--- config.mk ---
export PLATFORM = sky130hd
export DESIGN_NAME = turnaround_guard
export DESIGN_NICKNAME = d
export VERILOG_FILES = /design/src/rtl/turn_pkg.sv /design/src/rtl/turn_guard_decode.sv /design/src/rtl/turn_idle_counter.sv /design/src/rtl/turn_fsm.sv /design/src/rtl/turnaround_guard.sv
export SDC_FILE = /design/constraint.sdc
export NUM_CORES = 1
export LEC_CHECK = 0
export ABC_AREA = 1
export BUFFER_PORTS_ARGS = -buffer_cell sky130_fd_sc_hd__buf_4
export CAP_MARGIN = 20
export CORE_MARGIN = 1
export CORE_UTILIZATION = 55
export CTS_CLUSTER_DIAMETER = 30
export DETAILED_ROUTE_END_ITERATION = 10
export PLACE_DENSITY = 0.77
export RECOVER_POWER = 100
export SYNTH_ARGS = -nofsm -noshare
export SYNTH_HDL_FRONTEND = slang
export SYNTH_SLANG_ARGS = --single-unit
--- constraint.sdc ---
create_clock -name clk -period 1.8 [get_ports clk]
set_clock_uncertainty 0.05 [all_clocks]
set_input_delay 0 -clock clk [delete_from_list [all_inputs] [get_ports clk]]
set_output_delay 0 -clock clk [all_outputs]
set_load 0.05 [all_outputs]
--- src/rtl/turn_pkg.sv ---
package turn_pkg;

  typedef enum logic [1:0] {
    ST_RX    = 2'd0,
    ST_GUARD = 2'd1,
    ST_TX    = 2'd2
  } turn_state_e;

endpackage

--- src/rtl/turn_guard_decode.sv ---
// Maps the guard code to an idle-bit total: exponential extra part plus fixed bits.
module turn_guard_decode #(
  parameter int CODE_W     = 3,
  parameter int FIXED_IDLE = 2,
  parameter int CNT_W      = 8
) (
  input  logic [CODE_W-1:0] code,
  output logic [CNT_W-1:0]  total
);

  localparam int TOP_SHIFT = (1 << CODE_W) - 1;

  logic [CNT_W-1:0] extra;

  always_comb begin
    if (code == {CODE_W{1'b1}}) begin
      extra = '0;
    end else begin
      extra = CNT_W'(1) << (TOP_SHIFT - int'(code));
    end
    total = extra + CNT_W'(FIXED_IDLE);
  end

endmodule

--- src/rtl/turn_idle_counter.sv ---
// Down-counter of remaining idle bits; loaded at turnaround start.
module turn_idle_counter #(
  parameter int CNT_W = 8
) (
  input  logic             clk,
  input  logic             rst,
  input  logic             clear,
  input  logic             load,
  input  logic [CNT_W-1:0] load_val,
  input  logic             dec,
  output logic             last
);

  logic [CNT_W-1:0] remain_q;

  always_ff @(posedge clk) begin
    if (rst || clear) begin
      remain_q <= '0;
    end else if (load) begin
      remain_q <= load_val;
    end else if (dec && remain_q != '0) begin
      remain_q <= remain_q - CNT_W'(1);
    end
  end

  assign last = (remain_q == CNT_W'(1));

endmodule

--- src/rtl/turn_fsm.sv ---
// Direction state machine with registered outputs.
module turn_fsm
  import turn_pkg::*;
(
  input  logic clk,
  input  logic rst,
  input  logic bit_tick,
  input  logic tx_req,
  input  logic rx_req,
  input  logic cnt_last,
  output logic cnt_load,
  output logic cnt_dec,
  output logic cnt_clear,
  output logic drive_en,
  output logic tx_ready,
  output logic line_idle
);

  turn_state_e state_q, state_d;

  always_comb begin
    state_d   = state_q;
    cnt_load  = 1'b0;
    cnt_dec   = 1'b0;
    cnt_clear = 1'b0;
    unique case (state_q)
      ST_RX: begin
        if (tx_req && !rx_req) begin
          state_d  = ST_GUARD;
          cnt_load = 1'b1;
        end
      end
      ST_GUARD: begin
        if (rx_req) begin
          state_d   = ST_RX;
          cnt_clear = 1'b1;
        end else if (bit_tick) begin
          cnt_dec = 1'b1;
          if (cnt_last) begin
            state_d = ST_TX;
          end
        end
      end
      ST_TX: begin
        if (rx_req) begin
          state_d = ST_RX;
        end
      end
      default: begin
        state_d   = ST_RX;
        cnt_clear = 1'b1;
      end
    endcase
  end

  always_ff @(posedge clk) begin
    if (rst) begin
      state_q   <= ST_RX;
      drive_en  <= 1'b0;
      tx_ready  <= 1'b0;
      line_idle <= 1'b0;
    end else begin
      state_q   <= state_d;
      drive_en  <= (state_d != ST_RX);
      tx_ready  <= (state_d == ST_TX);
      line_idle <= (state_d == ST_GUARD);
    end
  end

endmodule

--- src/rtl/turnaround_guard.sv ---
module turnaround_guard #(
  parameter int CODE_W     = 3,
  parameter int FIXED_IDLE = 2
) (
  input  logic              clk,
  input  logic              rst,
  input  logic              bit_tick,
  input  logic              tx_req,
  input  logic              rx_req,
  input  logic [CODE_W-1:0] guard_code,
  output logic              drive_en,
  output logic              tx_ready,
  output logic              line_idle
);

  localparam int MAX_EXTRA = 1 << ((1 << CODE_W) - 1);
  localparam int CNT_W     = $clog2(MAX_EXTRA + FIXED_IDLE + 1);

  logic [CNT_W-1:0] idle_total;
  logic             cnt_load, cnt_dec, cnt_clear, cnt_last;

  turn_guard_decode #(
    .CODE_W    (CODE_W),
    .FIXED_IDLE(FIXED_IDLE),
    .CNT_W     (CNT_W)
  ) u_decode (
    .code (guard_code),
    .total(idle_total)
  );

  turn_idle_counter #(
    .CNT_W(CNT_W)
  ) u_counter (
    .clk     (clk),
    .rst     (rst),
    .clear   (cnt_clear),
    .load    (cnt_load),
    .load_val(idle_total),
    .dec     (cnt_dec),
    .last    (cnt_last)
  );

  turn_fsm u_fsm (
    .clk      (clk),
    .rst      (rst),
    .bit_tick (bit_tick),
    .tx_req   (tx_req),
    .rx_req   (rx_req),
    .cnt_last (cnt_last),
    .cnt_load (cnt_load),
    .cnt_dec  (cnt_dec),
    .cnt_clear(cnt_clear),
    .drive_en (drive_en),
    .tx_ready (tx_ready),
    .line_idle(line_idle)
  );

endmodule

Word-level counts from Yosys, hierarchy flattened
Cells that the tools add are included.

operators by class
  add/sub/neg operators = 3
  equal/unequal tests = 6
  shifts and indexed selects = 1
  multiplexer cells = 16
  reduce and logical (&&, ||, !) cells = 9

operators by type and width
  operator                number
  $shl A1 B32 Y8 const A  1
  $mux W8                 3
  $mux W2                 5
  $add A8 B2 Y8 const B   1
  $eq A8 B1 Y1 const B    1
  $reduce_bool A8 Y1      1
  $sub A8 B1 Y8 const B   1
  $mux W1                 6
  $pmux W2 S3             1
  $eq A2 B1 Y1 const B    2
  $eq A2 B2 Y1 const B    2
  $reduce_bool A2 Y1      2
  $sub A3 B3 Y4 const A   1
  $eq A3 B3 Y1 const B    1
  $logic_and A1 B1 Y1     2
  $logic_not A2 Y1        1
  $pmux W1 S2             1
  $reduce_or A2 Y1        1
  $logic_not A1 Y1        1
  $logic_or A1 B1 Y1      1

storage, ports and cells
  flip-flop bits (word level) = 13
  bits of input ports = 8
  word-level logic and storage cells = 40

Depth between registers and ports, before layout
  depth after elaboration = 6
  gate-level depth with buffers = 10
  mapped depth without buffers = 10

Cells and area by module
Synthesis repeated with hierarchy kept, for this count alone.

second synthesis, totals
  cells, all modules = 150
  area total of the unflattened synthesis = 959.7 sq um

by module, submodules not included
  module             instances  cells each  area each (sq um)  seq. area each (sq um)
  turn_idle_counter  1          105         653.1              160.2
  turn_fsm           1          26          209.0              100.1
  turn_guard_decode  1          19          97.6               0.0

Least setup slack after synthesis
OpenSTA, ideal clock, no wires.

  path kind = reg-to-reg
  start = register u_counter.remain_q[0]
  end = register u_counter.remain_q[4]
  arrival time = 1.152 ns
  data required time = 1.633 ns
  slack = 0.481 ns
  cell stages (with the launch flop) = 8
  path buffers = 0
  period minus slack after synthesis = 1.319 ns
  cell sequence = dfxtp_1 > inv_1 > ha_1 > nand2_2 > o21ai_4 > nand2_4 > nand3_1 > o21ai_1

between the ends
  cells in the longest elaborated chain, start to end = 3

RTL lines
  what                                                 line                                              text
  start, declared                                      turn_idle_counter.sv:14                           logic [CNT_W-1:0] remain_q;
  start signal, assigned                               turn_idle_counter.sv:20                           remain_q <= load_val;
  start signal, assigned                               turn_idle_counter.sv:22                           remain_q <= remain_q - CNT_W'(1);
  $sub A8 B1 Y8 or $reduce_bool A8 Y1 (tied branches)  turn_idle_counter.sv:22, turn_idle_counter.sv:21
  $mux W8 or $logic_and A1 B1 Y1 (tied branches)       turn_idle_counter.sv:21                           end else if (dec && remain_q != '0) begin
  $mux W8 or $reduce_bool A2 Y1 (tied branches)        -

Several ways; a longest one is shown, not always the timed one. The select of a mux whose other input is x is not followed.
A chain may end at the register's enable or synchronous reset.

Final worst setup path
Same ends and word-level chain as after synthesis.

==> metrics.yaml <==
multiInputGateArea_um2: 517
fillerInstances: 132
met1_usage_pct: 28.2
routed_wl_um: 1860
min_period_ns: 1.65
critPathArrivalTime_ns: 1.76
initial_core_util_pct: 63.0
io_buffers: 10
track_usage_pct: 22.7
firstDrtPassIters: 4
drive_above_1_share_pct: 13.2
htreeDepth: 1
netlist_area_um2: 871
final-seq-area_um2: 260
cts_made_buffers: 3
dp_slack_ns: 0.285
vdd_drop_max_mv: 0.456
synth_fp_nets: 150
fmax_ghz: 0.608
die_x_um: 41.8
avgViaCountPerCell: 5.29
synth_edf_count: 0
ys_ff_latch: 13
post-synth-top-area-cell: "dfxtp_1"
synth_cell_types: 24
syn_inst: 138
grt_pass1_vias: 748
hold_end: "u_fsm.state_q[1]"
synthFlopType: "dfxtp_1"
period_share_pct: 91.4
yosys.area.top_type_share_pct: 29.9
final_cell_mix: "30 x nand2_1, 23 x nor2_1, 19 x inv_1"
path_class: "reg -> reg"
rr_startpoint: "u_counter.remain_q[0]"
ys_seq_area_share_pct: 29.9
postCtsSetupBuffers: 0
hold_buffers: 1
die_h_um: 41.8
status: "finished, final reports clean"
worstSetupStartpointType: "register"
synth_area_leaders: "dfxtp_1 30%, nand2_1 13%, nor2_1 9.9%"
timing.final.ws_setup_ns: 0.155
grt_first_pass_wirelength_um: 3060
max_slew_margin_pct: 60.5
cts_sinks: 13
remaining_drc_errors: 0
grt_antenna_before_repair: 0
hold_slack_ns: 0.0675
die_area_mm2: 0.00175
io_pins: 11
core_mm2: 0.00138
yosys_warnings: 0
vias: 884
area_growth_pct: 11.9
use_met3_pct: 3.91
leakagePower_uw: 0.000491
cts_buffer_depth: 2
endpoint_kind: "register"
fp-row-count: 13
detail-route-antenna-nets: 0
crit_fanout: 10
path_clk_slew_ns: 0.09
antenna_cells: 0
hold_violations: 0
fin_tns_setup_ns: 0
cts_tree: "done"
grt-ovfl-total: 0
grt_max_degree: 17
fin_nets: 165
cts-root-buf: "clkbuf_4"
reg2reg_depth: 7
finalSetupViolCount: 0
cap_violations: 0
final_common_cell: "nand2_1"
rsz0062_at_grt: "false"
syn-mean-instance-area_um2: 6.31
cpPeakStageDelay_ns: 0.41
place.gp.congestion: 0.858
critPathSlowestCell: "o21ai_2"
worst_slew_pin_slew_ns: 0.595
drtIter0Drc: 29
hold_path.startpoint: "rx_req"
r2r_slack_ns: 0.15
cp.required_ns: 1.92
crit_chain: "inv_1 > ha_1 > nand2_2 > o21ai_2 > nand2_4 > nand3_1 > o21ai_1"
maxSlewViolCount: 0
grt.busiest_layer: "met2"
hold_class: "in -> reg"
synth-async-reset-ratio_pct: 0
power_density_mw_per_mm2: 725
worstHoldPathCells: 4
cts_resized: 0
hpwl_um: 1460
wl_per_cell_um: 11.1
r2r_end: "u_counter.remain_q[4]"
clock_latency_ns: 0.28
met2_usage_pct: 38.4
-- sequential cells by signal, summed over array words and instances, names as in the netlist --
register and flops:
u_counter.remain_q 8, u_fsm.state_q 2, u_fsm.line_idle 1, u_fsm.drive_en 1
u_fsm.tx_ready 1
-- report_power, final --
group	switching (µW)	leakage [µW]	internal [µW]	total, µW
logic	126	0.000370	73.2	199
registers	17.6	0.000106	305	323
clock network	98.6	0.0000150	85.9	184
total	242	0.000491	464	706
-- cells in the mapped netlist (2+ instances only) --
master   count
nand2_1     30
ha_1         4
nor2_1      23
inv_1       19
dfxtp_1     13
nor3_1       2
o21ai_0      6
a21oi_1      7
nor2_2       3
o21ai_1      3
nand3_1     15
-- cells by family after synthesis --
family / after synthesis / synth area share (%)
buf+inv: 22 / 9.91
flops: 13 / 29.9
fa+ha+maj: 4 / 5.75
compound gates: 20 / 13.7
simple gates: 79 / 40.8
-- through the flow --
stage	total power [µW]	cell area (µm²)	std cells	util, %
finish	706	975	167	70.5
detailed placement	532	957	162	69.2
CTS	713	993	167	71.9
floorplan	479	871	138	-
global route	752	975	167	70.5
global placement	530	957	162	69.2
-- worst max-delay path, delay by kind of cell (launching register included) --
kind	cells	cell delay (ns)
AO/OA/AOI/OAI	2	0.47
adder cells (fa/ha/maj)	1	0.21
buffers and inverters	1	0.17
flip-flops	1	0.33
AND/OR/NAND/NOR	3	0.31
-- cell type report --
cell class / instances / area share [%]
clock buffers: 4 / 2.70
multi-input cells: 103 / 53.0
inverters: 21 / 8.09
well taps: 15 / 1.93
flip-flops and latches: 13 / 26.7
repair buffers: 11 / 7.57
-- layer usage --
layer	share of wire, %	vias up
met5	0	-
met3	5.5	4
met1	44	389
li1	-	464
met4	0.97	0
met2	49	27
-- worst max-delay path by stage --
stage / from / end / slack (ns) / depth (start not counted)
final: u_counter.remain_q[0] / u_counter.remain_q[4] / 0.15 / 7
after global routing: u_counter.remain_q[0] / u_counter.remain_q[7] / 0.07 / 8
after floorplan: u_counter.remain_q[0] / u_counter.remain_q[4] / 0.48 / 7
after CTS: u_counter.remain_q[0] / u_counter.remain_q[4] / 0.28 / 7
after detailed placement: u_counter.remain_q[0] / u_counter.remain_q[4] / 0.28 / 7
after global placement: u_counter.remain_q[0] / u_counter.remain_q[4] / 0.39 / 7
No activity file was read; power rests on OpenSTA's default activity.
